`config.mk`:
```
export PLATFORM = sky130hd
export DESIGN_NAME = addr_match_rx
export DESIGN_NICKNAME = d
export VERILOG_FILES = /design/src/rtl/amr_pkg.sv /design/src/rtl/addr_shift.sv /design/src/rtl/addr_match.sv /design/src/rtl/phase_ctl.sv /design/src/rtl/addr_match_rx.sv
export SDC_FILE = /design/constraint.sdc
export NUM_CORES = 1
export LEC_CHECK = 0
export BUFFER_PORTS_ARGS = -buffer_cell sky130_fd_sc_hd__buf_2
export CORE_MARGIN = 2
export CORE_UTILIZATION = 30
export CTS_BUF_LIST = sky130_fd_sc_hd__clkbuf_2
export DETAILED_ROUTE_END_ITERATION = 10
export GPL_TIMING_DRIVEN = 0
export HOLD_SLACK_MARGIN = 0.05
export PLACE_DENSITY_LB_ADDON = 0.3
export SYNTH_ARGS = -nofsm -noshare
export SYNTH_HDL_FRONTEND = slang
export SYNTH_SLANG_ARGS = --single-unit
```
`constraint.sdc`:
```
create_clock -name scl_n_i -period 2.2 [get_ports scl_n_i]
set_input_delay 0 -clock scl_n_i [delete_from_list [all_inputs] [get_ports scl_n_i]]
set_output_delay 0 -clock scl_n_i [all_outputs]
set_load 0.005 [all_outputs]
```
`src/rtl/amr_pkg.sv`:
```
package amr_pkg;
  typedef enum logic [1:0] {
    PH_IDLE = 2'd0,
    PH_RECV = 2'd1,
    PH_ACK  = 2'd2
  } phase_e;
endpackage

```
`src/rtl/addr_shift.sv`:
```
module addr_shift #(
  parameter int BYTE_W = 8
) (
  input  logic              clk,
  input  logic              rst_n,
  input  logic              clr_i,
  input  logic              en_i,
  input  logic              bit_i,
  output logic [BYTE_W-1:0] byte_o,
  output logic              last_o
);
  localparam int CNT_W = $clog2(BYTE_W);
  localparam logic [CNT_W-1:0] LAST_IDX = CNT_W'(BYTE_W - 1);

  logic [CNT_W-1:0] cnt_q;

  always_ff @(posedge clk or negedge rst_n) begin
    if (!rst_n) begin
      byte_o <= '0;
      cnt_q  <= '0;
    end else if (clr_i) begin
      byte_o <= '0;
      cnt_q  <= '0;
    end else if (en_i) begin
      byte_o <= {byte_o[BYTE_W-2:0], bit_i};
      cnt_q  <= (cnt_q == LAST_IDX) ? '0 : cnt_q + 1'b1;
    end
  end

  assign last_o = (cnt_q == LAST_IDX);


  clear_restarts_count_chk: assert property (@(posedge clk) disable iff (!rst_n)
    clr_i |=> !last_o);
endmodule

```
`src/rtl/addr_match.sv`:
```
module addr_match #(
  parameter int ADDR_W   = 7,
  parameter int NUM_ADDR = 4,
  parameter int SEL_W    = 2,
  parameter logic [NUM_ADDR-1:0][ADDR_W-1:0] PRESETS = '0
) (
  input  logic [ADDR_W-1:0] addr_i,
  input  logic [SEL_W-1:0]  sel_i,
  output logic              hit_o
);
  logic [NUM_ADDR-1:0] hit_vec;

  for (genvar g = 0; g < NUM_ADDR; g++) begin : g_cmp
    assign hit_vec[g] = (addr_i == PRESETS[g]);
  end

  assign hit_o = hit_vec[sel_i];
endmodule

```
`src/rtl/phase_ctl.sv`:
```
module phase_ctl
  import amr_pkg::*;
(
  input  logic   clk,
  input  logic   rst_n,
  input  logic   start_i,
  input  logic   last_i,
  input  logic   hit_i,
  input  logic   bit_i,
  output phase_e phase_o,
  output logic   rw_o
);
  always_ff @(posedge clk or negedge rst_n) begin
    if (!rst_n) begin
      phase_o <= PH_RECV;
      rw_o    <= 1'b0;
    end else if (start_i) begin
      phase_o <= PH_RECV;
      rw_o    <= 1'b0;
    end else begin
      unique case (phase_o)
        PH_RECV: if (last_i) begin
          phase_o <= hit_i ? PH_ACK : PH_IDLE;
          rw_o    <= bit_i;
        end
        PH_ACK:  phase_o <= PH_IDLE;
        default: phase_o <= PH_IDLE;
      endcase
    end
  end


  recv_ends_on_last_chk: assert property (@(posedge clk) disable iff (!rst_n)
    (phase_o == PH_RECV && last_i && !start_i) |=> phase_o != PH_RECV);


  ack_then_idle_chk: assert property (@(posedge clk) disable iff (!rst_n)
    (phase_o == PH_ACK && !start_i) |=> phase_o == PH_IDLE);


  idle_holds_chk: assert property (@(posedge clk) disable iff (!rst_n)
    (phase_o == PH_IDLE && !start_i) |=> phase_o == PH_IDLE);


  rw_held_chk: assert property (@(posedge clk) disable iff (!rst_n)
    (phase_o != PH_RECV && !start_i) |=> $stable(rw_o));
endmodule

```
`src/rtl/addr_match_rx.sv`:
```
module addr_match_rx
  import amr_pkg::*;
#(
  parameter int ADDR_W   = 7,
  parameter int NUM_ADDR = 4,
  parameter logic [NUM_ADDR-1:0][ADDR_W-1:0] PRESETS =
    {7'h4D, 7'h3C, 7'h2B, 7'h1A}
) (
  input  logic       scl_n_i,
  input  logic       rst_n_i,
  input  logic       start_i,
  input  logic       sdi_i,
  input  logic [1:0] sel_i,
  output logic       ack_o,
  output logic       rw_o,
  output logic [1:0] phase_o
);
  localparam int BYTE_W = ADDR_W + 1;
  localparam int SEL_W  = $clog2(NUM_ADDR);

  phase_e            phase;
  logic [BYTE_W-1:0] byte_q;
  logic              last;
  logic              hit;
  logic              shift_en;

  assign shift_en = (phase == PH_RECV) && !start_i;

  addr_shift #(.BYTE_W(BYTE_W)) u_shift (
    .clk    (scl_n_i),
    .rst_n  (rst_n_i),
    .clr_i  (start_i),
    .en_i   (shift_en),
    .bit_i  (sdi_i),
    .byte_o (byte_q),
    .last_o (last)
  );

  addr_match #(
    .ADDR_W   (ADDR_W),
    .NUM_ADDR (NUM_ADDR),
    .SEL_W    (SEL_W),
    .PRESETS  (PRESETS)
  ) u_match (
    .addr_i (byte_q[ADDR_W-1:0]),
    .sel_i  (sel_i[SEL_W-1:0]),
    .hit_o  (hit)
  );

  phase_ctl u_ctl (
    .clk     (scl_n_i),
    .rst_n   (rst_n_i),
    .start_i (start_i),
    .last_i  (last),
    .hit_i   (hit),
    .bit_i   (sdi_i),
    .phase_o (phase),
    .rw_o    (rw_o)
  );

  assign ack_o   = (phase == PH_ACK);
  assign phase_o = phase;


  ack_single_clock_chk: assert property (@(posedge scl_n_i) disable iff (!rst_n_i)
    ack_o |=> !ack_o);


  ack_needs_eighth_bit_chk: assert property (@(posedge scl_n_i) disable iff (!rst_n_i)
    $rose(ack_o) |-> $past(last && phase == PH_RECV && !start_i));
endmodule

```
==> impl_metrics.json <==
{
  "die_h_um": 49.9,
  "fin_skew_ns": 0.00278,
  "synth_cells": 69,
  "vdd_drop_max_mv": 0.443,
  "synthAdderAreaFrac": 0.0396,
  "grtUsageTotal": 0.112,
  "fin_crit_sh": 0.585,
  "rsz0062_at_grt": "false",
  "synth_xor_area_frac": 0,
  "n_fill_cell": 207,
  "antenna_found_initial": 0,
  "report.final.slew_viol_count": 0,
  "viasPerCell": 4.70,
  "routed_wl_um": 1200,
  "io_buffers": 9,
  "ant_nets": 0,
  "ys_ff_latch": 13,
  "busiest_layer": "met2",
  "power.leakage_uw": 0.000342,
  "instances_no_fill": 113,
  "post_drt_wl_per_cell_um": 10.6,
  "clockBufferDepth": 2,
  "switching_share": 0.247,
  "synth_top_family_by_area": "simple AND/OR/NAND/NOR gates",
  "grtUsageMet2": 0.171,
  "vias": 531,
  "grt_use_met1": 0.148,
  "internal_power_uw": 314,
  "cp-end-kind": "flop",
  "cts-resized-gates": 0,
  "grt_pass1_wl_um": 2100,
  "timing.rr.end": "u_shift.cnt_q[0]",
  "cts.sinks": 13,
  "grt_start_max_net_pins": 14,
  "hold_viol_final": 0,
  "synth_compound_area_frac": 0.123,
  "r2r-start": "u_shift.cnt_q[0]",
  "required_ns": 2.41,
  "async_flop_share": 1.00,
  "synth_edf_count": 0,
  "holdBufCountCts": 4,
  "ff2ff_setup_slack_ns": 0.91,
  "num_antenna_cells": 0,
  "worst_pin_slew_ns": 0.440,
  "postCtsSetupBuffers": 0,
  "cts_buffers": 3,
  "syn_nets": 77,
  "synth_top_area_cell": "dfrtp_1",
  "worstRegToRegCells": 5,
  "power_frac_clock": 0.297,
  "hold_path_class": "in2async",
  "fin_setup_tns_ns": 0,
  "synthMuxAreaShare": 0,
  "critPathArrivalTime_ns": 1.50,
  "dieArea_um2": 2490,
  "grt_util_met3": 0.0455,
  "firstDrtPassIters": 4,
  "post-place-cells": 105,
  "outcome": "finished, final reports clean",
  "p_seq_frac": 0.610,
  "synth.most_common_cell": "nand2_1",
  "layout.nets": 95,
  "core-area_um2": 1980,
  "drtIter0Drc": 7,
  "ys_seq_area_frac": 0.517,
  "drive_above_1_share": 0.209,
  "worstSetupPathType": "reg2reg",
  "hpwl_um": 867,
  "clockRootBuffer": "clkbuf_2",
  "area.growth.synth_to_final_pct": 22.0,
  "ys_types": 23,
  "yosysWarningCount": 0,
  "ioPinCount": 10,
  "grt_pass1_vias": 481,
  "cts_tree": "built",
  "syn_avg_cell_area_um2": 9.16,
  "gp_congestion": 0.753,
  "synthFlopType": "dfrtp_1",
  "cp-start-kind": "flop",
  "timing.fmax_ghz": 0.777,
  "fp.dieW_um": 49.9,
  "relSlewSlack": 0.707,
  "setup-violations-final": 0,
  "drt_drc_violations_left": 0,
  "synth_top_area_share": 0.475,
  "yosys.area_share.simple": 0.299,
  "power.density_nw_per_um2": 541,
  "holdWs_ns": 0.124,
  "drv_cap": 0,
  "period_minus_slack_ns": 1.29,
  "ys_top_cells_by_area": "dfrtp_1, nand2_1, a21oi_1",
  "rows": 16,
  "htree_levels": 1,
  "initial_utilization": 0.319,
  "overflow": 0,
  "synth_common_cells": "nand2_1, a21oi_1, dfrtp_1",
  "clk_pin_slew_ns": 0.12,
  "cp_max_fo": 6,
  "netlist_area_um2": 632,
  "combPwrFrac": 0.093,
  "clk_latency_ns": 0.27,
  "switching_power_uw": 103
}
[layout make-up]
class	instances	area, µm²	area share
flip-flops and latches	13	327	0.424
well taps	27	33.8	0.0438
plain buffers	3	13.8	0.0179
multi-input cells	53	292	0.378
clock buffers	4	20.0	0.0260
repair buffers	13	85.1	0.110
[worst max-delay path, cell delays in order (launching register included)]
cell,delay (ns)
dfrtp_1,0.42
ha_1,0.20
ha_1,0.26
nor3_1,0.21
a21oi_1,0.06
nor2_1,0.08
[cells by family (layout without fill, tap and decap cells)]
family          Yosys count  in the layout
simple gates             36             36
flops                    13             13
compound gates           15             15
fa+ha+maj                 2              2
buf+inv                   3             20
[cell usage in the layout, fill, tap and decap left out, types with 2 or more instances in the layout]
cell type       n
nand2_1        20
a21oi_1        12
dfrtp_1        12
buf_2          11
clkbuf_2        4
dlygate4sd3_1   4
nor2_1          3
nor4b_1         2
ha_1            2
[stage by stage]
step,instance area (µm²),worst slack [ns],utilization,total power (µW)
after floorplan,632,1.04,-,276
after detailed placement,711,0.938,0.359,293
after global placement,711,0.924,0.359,292
after global routing,771,0.815,0.389,437
after CTS,771,0.911,0.389,422
final,771,0.912,0.389,417
[sequential cells by signal (all words and copies together), names as in the netlist]
register        count
u_ctl.phase_o       2
u_shift.byte_o      7
u_ctl.rw_o          1
u_shift.cnt_q       3
[power groups by stage]
stage / clock network [µW] / registers, µW / logic [µW]
after floorplan: 0 / 257 / 19.0
after global placement: 0 / 259 / 33.0
after detailed placement: 0 / 259 / 34.0
after CTS: 128 / 254 / 39.6
after global routing: 137 / 256 / 45.0
final: 124 / 254 / 38.6
[worst max-delay path by stage]
| stage | slack (ns) | depth (start not counted) | end | start |
|---|---|---|---|---|
| after CTS | 0.91 | 4 | u_ctl.phase_o[1] | u_ctl.phase_o[0] |
| after global routing | 0.82 | 5 | u_shift.cnt_q[0] | u_shift.cnt_q[0] |
| after floorplan | 1.04 | 5 | u_shift.cnt_q[0] | u_shift.cnt_q[0] |
| after global placement | 0.92 | 4 | u_ctl.phase_o[1] | u_ctl.phase_o[0] |
| after detailed placement | 0.94 | 4 | u_ctl.phase_o[1] | u_ctl.phase_o[0] |
| final | 0.91 | 5 | u_shift.cnt_q[0] | u_shift.cnt_q[0] |
[layer usage]
| layer | routed length (µm) | share of wire |
|---|---|---|
| met4 | 0 | 0 |
| met3 | 65 | 0.054 |
| met5 | 0 | 0 |
| met1 | 636 | 0.53 |
| met2 | 500 | 0.42 |
Note: power is estimated with default switching activity, not from simulation.
